<file path="src/rtl/sop_pkg.sv">
package sop_pkg;
  localparam int OPW  = 32;             // operand width
  localparam int SHW  = $clog2(OPW);    // in-range shift index width
  localparam int AMTW = 8;              // significant bits of a register amount
  localparam int CSTW = 8;              // immediate constant width
  localparam int RCW  = 4;              // immediate rotate count width
  localparam int IMMW = CSTW + RCW;

  typedef enum logic [1:0] {
    K_ROTIMM = 2'b00,
    K_LSR    = 2'b01,
    K_ROR    = 2'b10,
    K_RRX    = 2'b11
  } op_kind_e;

  // rotate right by n; n = 0 leaves the value unchanged
  function automatic logic [OPW-1:0] rot_right(input logic [OPW-1:0] v,
                                               input logic [SHW-1:0] n);
    return (v >> n) | (v << (OPW - int'(n)));
  endfunction

  // one-bit rotate through the carry: {carry, value} result
  function automatic logic [OPW:0] thru_carry(input logic [OPW-1:0] v, input logic c);
    return {v[0], c, v[OPW-1:1]};
  endfunction
endpackage

</file>
<file path="src/rtl/sop_rotimm.sv">
module sop_rotimm
  import sop_pkg::*;
#(
  parameter int W  = OPW,
  parameter int CW = CSTW,
  parameter int RW = RCW
) (
  input  logic [CW+RW-1:0] field_i,
  input  logic             c_i,
  output logic [W-1:0]     res_o,
  output logic             carry_o
);
  localparam int SW = $clog2(W);

  logic [RW-1:0] cnt;
  logic [SW-1:0] amt;
  logic          no_rot;

  assign cnt    = field_i[CW+RW-1:CW];
  assign amt    = SW'({cnt, 1'b0});
  assign no_rot = (cnt == '0);
  assign res_o  = rot_right(W'(field_i[CW-1:0]), amt);
  assign carry_o = no_rot ? c_i : res_o[W-1];

  always_comb begin
    AST_ROTIMM_BITS_KEPT: assert ($countones(res_o) == $countones(field_i[CW-1:0]));
    if (no_rot)
      AST_ROTIMM_IDENTITY: assert (res_o == W'(field_i[CW-1:0]) && carry_o == c_i);
  end
endmodule

</file>
<file path="src/rtl/sop_lsr.sv">
module sop_lsr
  import sop_pkg::*;
#(
  parameter int W  = OPW,
  parameter int AW = AMTW
) (
  input  logic [W-1:0]          opnd_i,
  input  logic [$clog2(W)-1:0]  amt_imm_i,
  input  logic [AW-1:0]         amt_reg_i,
  input  logic                  use_reg_i,
  input  logic                  c_i,
  output logic [W-1:0]          res_o,
  output logic                  carry_o
);
  localparam int SW = $clog2(W);

  logic [AW-1:0] n;
  logic          is_zero, is_full, is_over, in_range;

  // an immediate amount of zero encodes a shift by the full width
  assign n        = use_reg_i ? amt_reg_i
                  : ((amt_imm_i == '0) ? AW'(W) : AW'(amt_imm_i));
  assign is_zero  = (n == '0);
  assign is_full  = (n == AW'(W));
  assign is_over  = (n > AW'(W));
  assign in_range = !is_zero && !is_full && !is_over;

  always_comb begin
    if (is_zero) begin
      res_o   = opnd_i;
      carry_o = c_i;
    end else if (in_range) begin
      res_o   = opnd_i >> n[SW-1:0];
      carry_o = opnd_i[n[SW-1:0] - 1'b1];
    end else if (is_full) begin
      res_o   = '0;
      carry_o = opnd_i[W-1];
    end else begin
      res_o   = '0;
      carry_o = 1'b0;
    end
  end

  always_comb begin
    if (is_full || is_over)
      AST_LSR_WIDE_CLEARS: assert (res_o == '0);
    if (in_range)
      AST_LSR_MSB_FILL: assert (res_o[W-1] == 1'b0);
    if (!use_reg_i)
      AST_LSR_IMM_NEVER_PASS: assert (!is_zero && !is_over);
  end
endmodule

</file>
<file path="src/rtl/sop_ror.sv">
module sop_ror
  import sop_pkg::*;
#(
  parameter int W  = OPW,
  parameter int AW = AMTW
) (
  input  logic [W-1:0]          opnd_i,
  input  logic [$clog2(W)-1:0]  amt_imm_i,
  input  logic [AW-1:0]         amt_reg_i,
  input  logic                  use_reg_i,
  input  logic                  c_i,
  output logic [W-1:0]          res_o,
  output logic                  carry_o
);
  localparam int SW = $clog2(W);

  logic [SW-1:0] n;
  logic          imm_rrx, reg_pass_c, reg_full_turn, rotating;
  logic [W:0]    rrx_val;

  assign n             = use_reg_i ? amt_reg_i[SW-1:0] : amt_imm_i;
  assign imm_rrx       = !use_reg_i && (amt_imm_i == '0);
  assign reg_pass_c    = use_reg_i && (amt_reg_i == '0);
  assign reg_full_turn = use_reg_i && (amt_reg_i != '0) && (n == '0);
  assign rotating      = !imm_rrx && !reg_pass_c && !reg_full_turn;
  assign rrx_val       = thru_carry(opnd_i, c_i);

  always_comb begin
    if (imm_rrx) begin
      res_o   = rrx_val[W-1:0];
      carry_o = rrx_val[W];
    end else if (reg_pass_c) begin
      res_o   = opnd_i;
      carry_o = c_i;
    end else if (reg_full_turn) begin
      res_o   = opnd_i;
      carry_o = opnd_i[W-1];
    end else begin
      res_o   = rot_right(opnd_i, n);
      carry_o = opnd_i[n - 1'b1];
    end
  end

  always_comb begin
    if (rotating || reg_full_turn)
      AST_ROR_CARRY_MSB: assert (carry_o == res_o[W-1]);
    if (!imm_rrx)
      AST_ROR_BITS_KEPT: assert ($countones(res_o) == $countones(opnd_i));
    if (imm_rrx)
      AST_ROR_ZERO_IS_RRX: assert (carry_o == opnd_i[0]);
  end
endmodule

</file>
<file path="src/rtl/opnd_shifter.sv">
module opnd_shifter
  import sop_pkg::*;
#(
  parameter int W  = OPW,
  parameter int AW = AMTW,
  parameter int CW = CSTW,
  parameter int RW = RCW
) (
  input  logic [W-1:0]          opnd_i,
  input  logic [CW+RW-1:0]      imm12_i,
  input  logic [$clog2(W)-1:0]  shamt_imm_i,
  input  logic [W-1:0]          shamt_reg_i,
  input  logic                  amt_from_reg_i,
  input  logic [1:0]            kind_i,
  input  logic                  carry_i,
  output logic [W-1:0]          result_o,
  output logic                  carry_o
);
  op_kind_e      kind;
  logic [AW-1:0] amt_byte;
  logic          unused_amt_hi;
  logic [W-1:0]  ri_res, lsr_res, ror_res;
  logic          ri_c, lsr_c, ror_c;
  logic [W:0]    rrx_val;

  assign kind          = op_kind_e'(kind_i);
  assign amt_byte      = shamt_reg_i[AW-1:0];
  assign unused_amt_hi = ^shamt_reg_i[W-1:AW];
  assign rrx_val       = thru_carry(opnd_i, carry_i);

  sop_rotimm #(.W(W), .CW(CW), .RW(RW)) u_rotimm (
    .field_i(imm12_i), .c_i(carry_i), .res_o(ri_res), .carry_o(ri_c)
  );

  sop_lsr #(.W(W), .AW(AW)) u_lsr (
    .opnd_i(opnd_i), .amt_imm_i(shamt_imm_i), .amt_reg_i(amt_byte),
    .use_reg_i(amt_from_reg_i), .c_i(carry_i), .res_o(lsr_res), .carry_o(lsr_c)
  );

  sop_ror #(.W(W), .AW(AW)) u_ror (
    .opnd_i(opnd_i), .amt_imm_i(shamt_imm_i), .amt_reg_i(amt_byte),
    .use_reg_i(amt_from_reg_i), .c_i(carry_i), .res_o(ror_res), .carry_o(ror_c)
  );

  always_comb begin
    unique case (kind)
      K_ROTIMM: begin result_o = ri_res;          carry_o = ri_c;       end
      K_LSR:    begin result_o = lsr_res;         carry_o = lsr_c;      end
      K_ROR:    begin result_o = ror_res;         carry_o = ror_c;      end
      default:  begin result_o = rrx_val[W-1:0];  carry_o = rrx_val[W]; end
    endcase
  end

  always_comb begin
    if (kind == K_RRX)
      AST_RRX_SHAPE: assert (carry_o == opnd_i[0] && result_o[W-2:0] == opnd_i[W-1:1]
                             && result_o[W-1] == carry_i);
    if (kind == K_ROTIMM)
      AST_ROTIMM_HIGH_CLEAN: assert ($countones(result_o) <= CW);
  end
endmodule

</file>
<file path="config.mk">
export PLATFORM = sky130hd
export DESIGN_NAME = opnd_shifter
export DESIGN_NICKNAME = d
export VERILOG_FILES = /design/src/rtl/sop_pkg.sv /design/src/rtl/sop_rotimm.sv /design/src/rtl/sop_lsr.sv /design/src/rtl/sop_ror.sv /design/src/rtl/opnd_shifter.sv
export SDC_FILE = /design/constraint.sdc
export NUM_CORES = 1
export LEC_CHECK = 0
export BUFFER_PORTS_ARGS = -buffer_cell sky130_fd_sc_hd__buf_2
export CORE_MARGIN = 2
export CORE_UTILIZATION = 45
export DETAILED_ROUTE_END_ITERATION = 12
export PLACE_DENSITY = 0.66
export SLEW_MARGIN = 20
export SYNTH_ARGS = -nofsm -noshare
export SYNTH_HDL_FRONTEND = slang
export SYNTH_SLANG_ARGS = --single-unit
</file>
<file path="constraint.sdc">
create_clock -name vclk -period 5.77
set_clock_uncertainty 0.2 [all_clocks]
set_input_delay 1.154 -clock vclk [all_inputs]
set_output_delay 1.154 -clock vclk [all_outputs]
set_load 0.05 [all_outputs]
</file>
==> out/qor.csv <==
stage,metric,value,unit
placement,port_buffers,94,
floorplanning,core,0.0150,sq mm
global_routing,grt_antenna_before_repair,1,
synthesis,synthesis.nets,1051,
min_path,holdCritStartpoint,carry_i,
global_routing,grt_pass1_vias,8302,
timing,worstMarginPinSlew,1.16,ns
global_routing,track_usage,45.1,%
setup_path,worst-setup-path-type,input pin to output pin,
timing,hold_viol_final,0,
placement,place_congestion,1.06,
routing,drc,0,
setup_path,crit_path_start_kind,input pin,
setup_path,worstPathRequired,4.42,ns
min_path,hp-class,input pin to output pin,
setup_path,crit_top_cell,buf_2,
synthesis,syn_inst,962,
routing,firstDrtPassIters,6,
timing,slew_headroom,22.3,%
routing,totalWireLength,37500,microns
floorplanning,die_y,127,microns
setup_path,crit_path_start,amt_from_reg_i,
synthesis,avgSynthCellArea,7.10,sq um
layout,register_area,0,sq um
timing,layout_min_cycle_time,5.70,ns
setup_path,end_kind,output pin,
run_status,outcome,"complete, no violations",
synthesis,yosys.cell_types.count,86,
timing,setup-violations-final,0,
floorplanning,rows,45,
timing,whs,2.67,ns
synthesis,ys.warnings.count,0,
setup_path,crit_fanout,13,
floorplanning,initial_core_util,45.4,%
timing,fin_crit_sh,98.7,%
layout,clkbuf_count,0,
global_routing,grt_overflow_total,0,
setup_path,slowest_stage,o32ai_1,
routing,drt-vias-per-instance,7.56,
setup_path,worstPathArrival,4.34,ns
layout,syn_to_final_growth,14.6,%
setup_path,critPathMaxStageDelay,0.41,ns
run,maxCapViolations,0,
timing,final.setup.tns,0,ns
setup_path,path_cells,"buf_2, mux2_4, inv_1, ha_1, xnor2_1, buf_6, mux2i_1, o21ai_0, buf_4, o32ai_1, nor3_1, o21ai_2, buf_2",
floorplanning,dieArea,0.0162,sq mm
floorplanning,ios,118,
layout,final_common_cell,nand2_1,
timing,clock.fmax,176,MHz
layout,drive_above_1_share,27.1,%
routing,ant_nets,0,
timing,slew_violations,0,
layout,final_nets,1115,
synthesis,synth_seq_area_share,0,%
layout,final_cell_mix,"113 x nand2_1, 112 x mux2i_1, 94 x buf_2, 83 x nor2_1, 73 x buf_4",
routing,vias,9171,
layout,seq_cells,0,
synthesis,syn_area,0.00683,sq mm
global_routing,grt_max_degree,39,
routing,first_iter_violations,1545,
routing,drt-wirelength-per-cell,30.9,microns
clock_network,ctsHoldBuffers,0,
timing,rsz0062_at_grt,no,
global_routing,grt_first_pass_wirelength,55100,microns
placement,hpwl,28000,microns
floorplanning,dieWidth,127,microns
Yosys cell counts (all sizes together), types with 10 or more instances:
cell type	number	area [sq um]
nand4	10	62.6
nand3	41	205
o211ai	10	80.1
nor2	84	315
o22ai	19	119
buf	40	274
o221ai	12	105
a31oi	25	156
mux4	44	1020
inv	12	52.6
mux2i	117	1190
mux2	18	210
o21ai	78	390
nor3	25	130
a211oi	17	138
nand2	115	437
clkbuf	72	274
a21oi	58	290
a221oi	21	196
metal layers:
layer	wire [microns]	part of all wire (%)	global-route usage (%)	vias to the layer above
li1	-	-	-	3882
met2	15700	42	68.0	781
met4	2220	5.9	18.9	2
met1	14600	39	61.9	4357
met3	5030	13	10.4	149
met5	15	0.040	0	-
kinds of logic after synthesis:
| group | count (synthesis) | synth area share (%) |
|---|---|---|
| compound gates | 320 | 31.8 |
| fa+ha+maj | 4 | 0.733 |
| simple gates | 326 | 21.9 |
| mux | 179 | 35.5 |
| xor+xnor | 7 | 1.12 |
| buf+inv | 126 | 9.00 |
worst max-delay path, delay by kind of cell:
kind	cells	cell delay, ns
buffers and inverters	5	0.96
xor gates and xnor gates	1	0.26
AOI/OAI and AO/OA	3	0.86
adders and majority gates	1	0.30
and+or+nand+nor	1	0.13
muxes	2	0.65
per-stage QoR:
step | util (%) | setup slack, ns | cells | area, sq um
after floorplan | - | -0.0132 | 962 | 6930
after global placement | 51.9 | 0.0848 | 1212 | 7810
after detailed placement | 51.9 | 0.0566 | 1212 | 7810
after CTS | 51.9 | 0.0425 | 1212 | 7810
after global routing | 52.0 | 0.00754 | 1212 | 7820
final | 52.0 | 0.0730 | 1213 | 7820
worst paths after layout:
| path | slack [ns] | cells after the start | end |
|---|---|---|---|
| max | 0.07 | 13 | result_o[12] |
| min | 2.67 | 4 | result_o[31] |
area by class of cell:
type	count	area, sq um
timing repair buffer	175	1170
inverter	13	56.3
tap	188	235
multi-input combinational	836	6360
fill	1545	7210
antenna	1	2.50
repair_timing:
action | 4_1_cts | 5_1_grt
gates resized for setup | 0 | 4
setup buffers | 0 | 0
endpoints found under the setup margin | 0 | 3
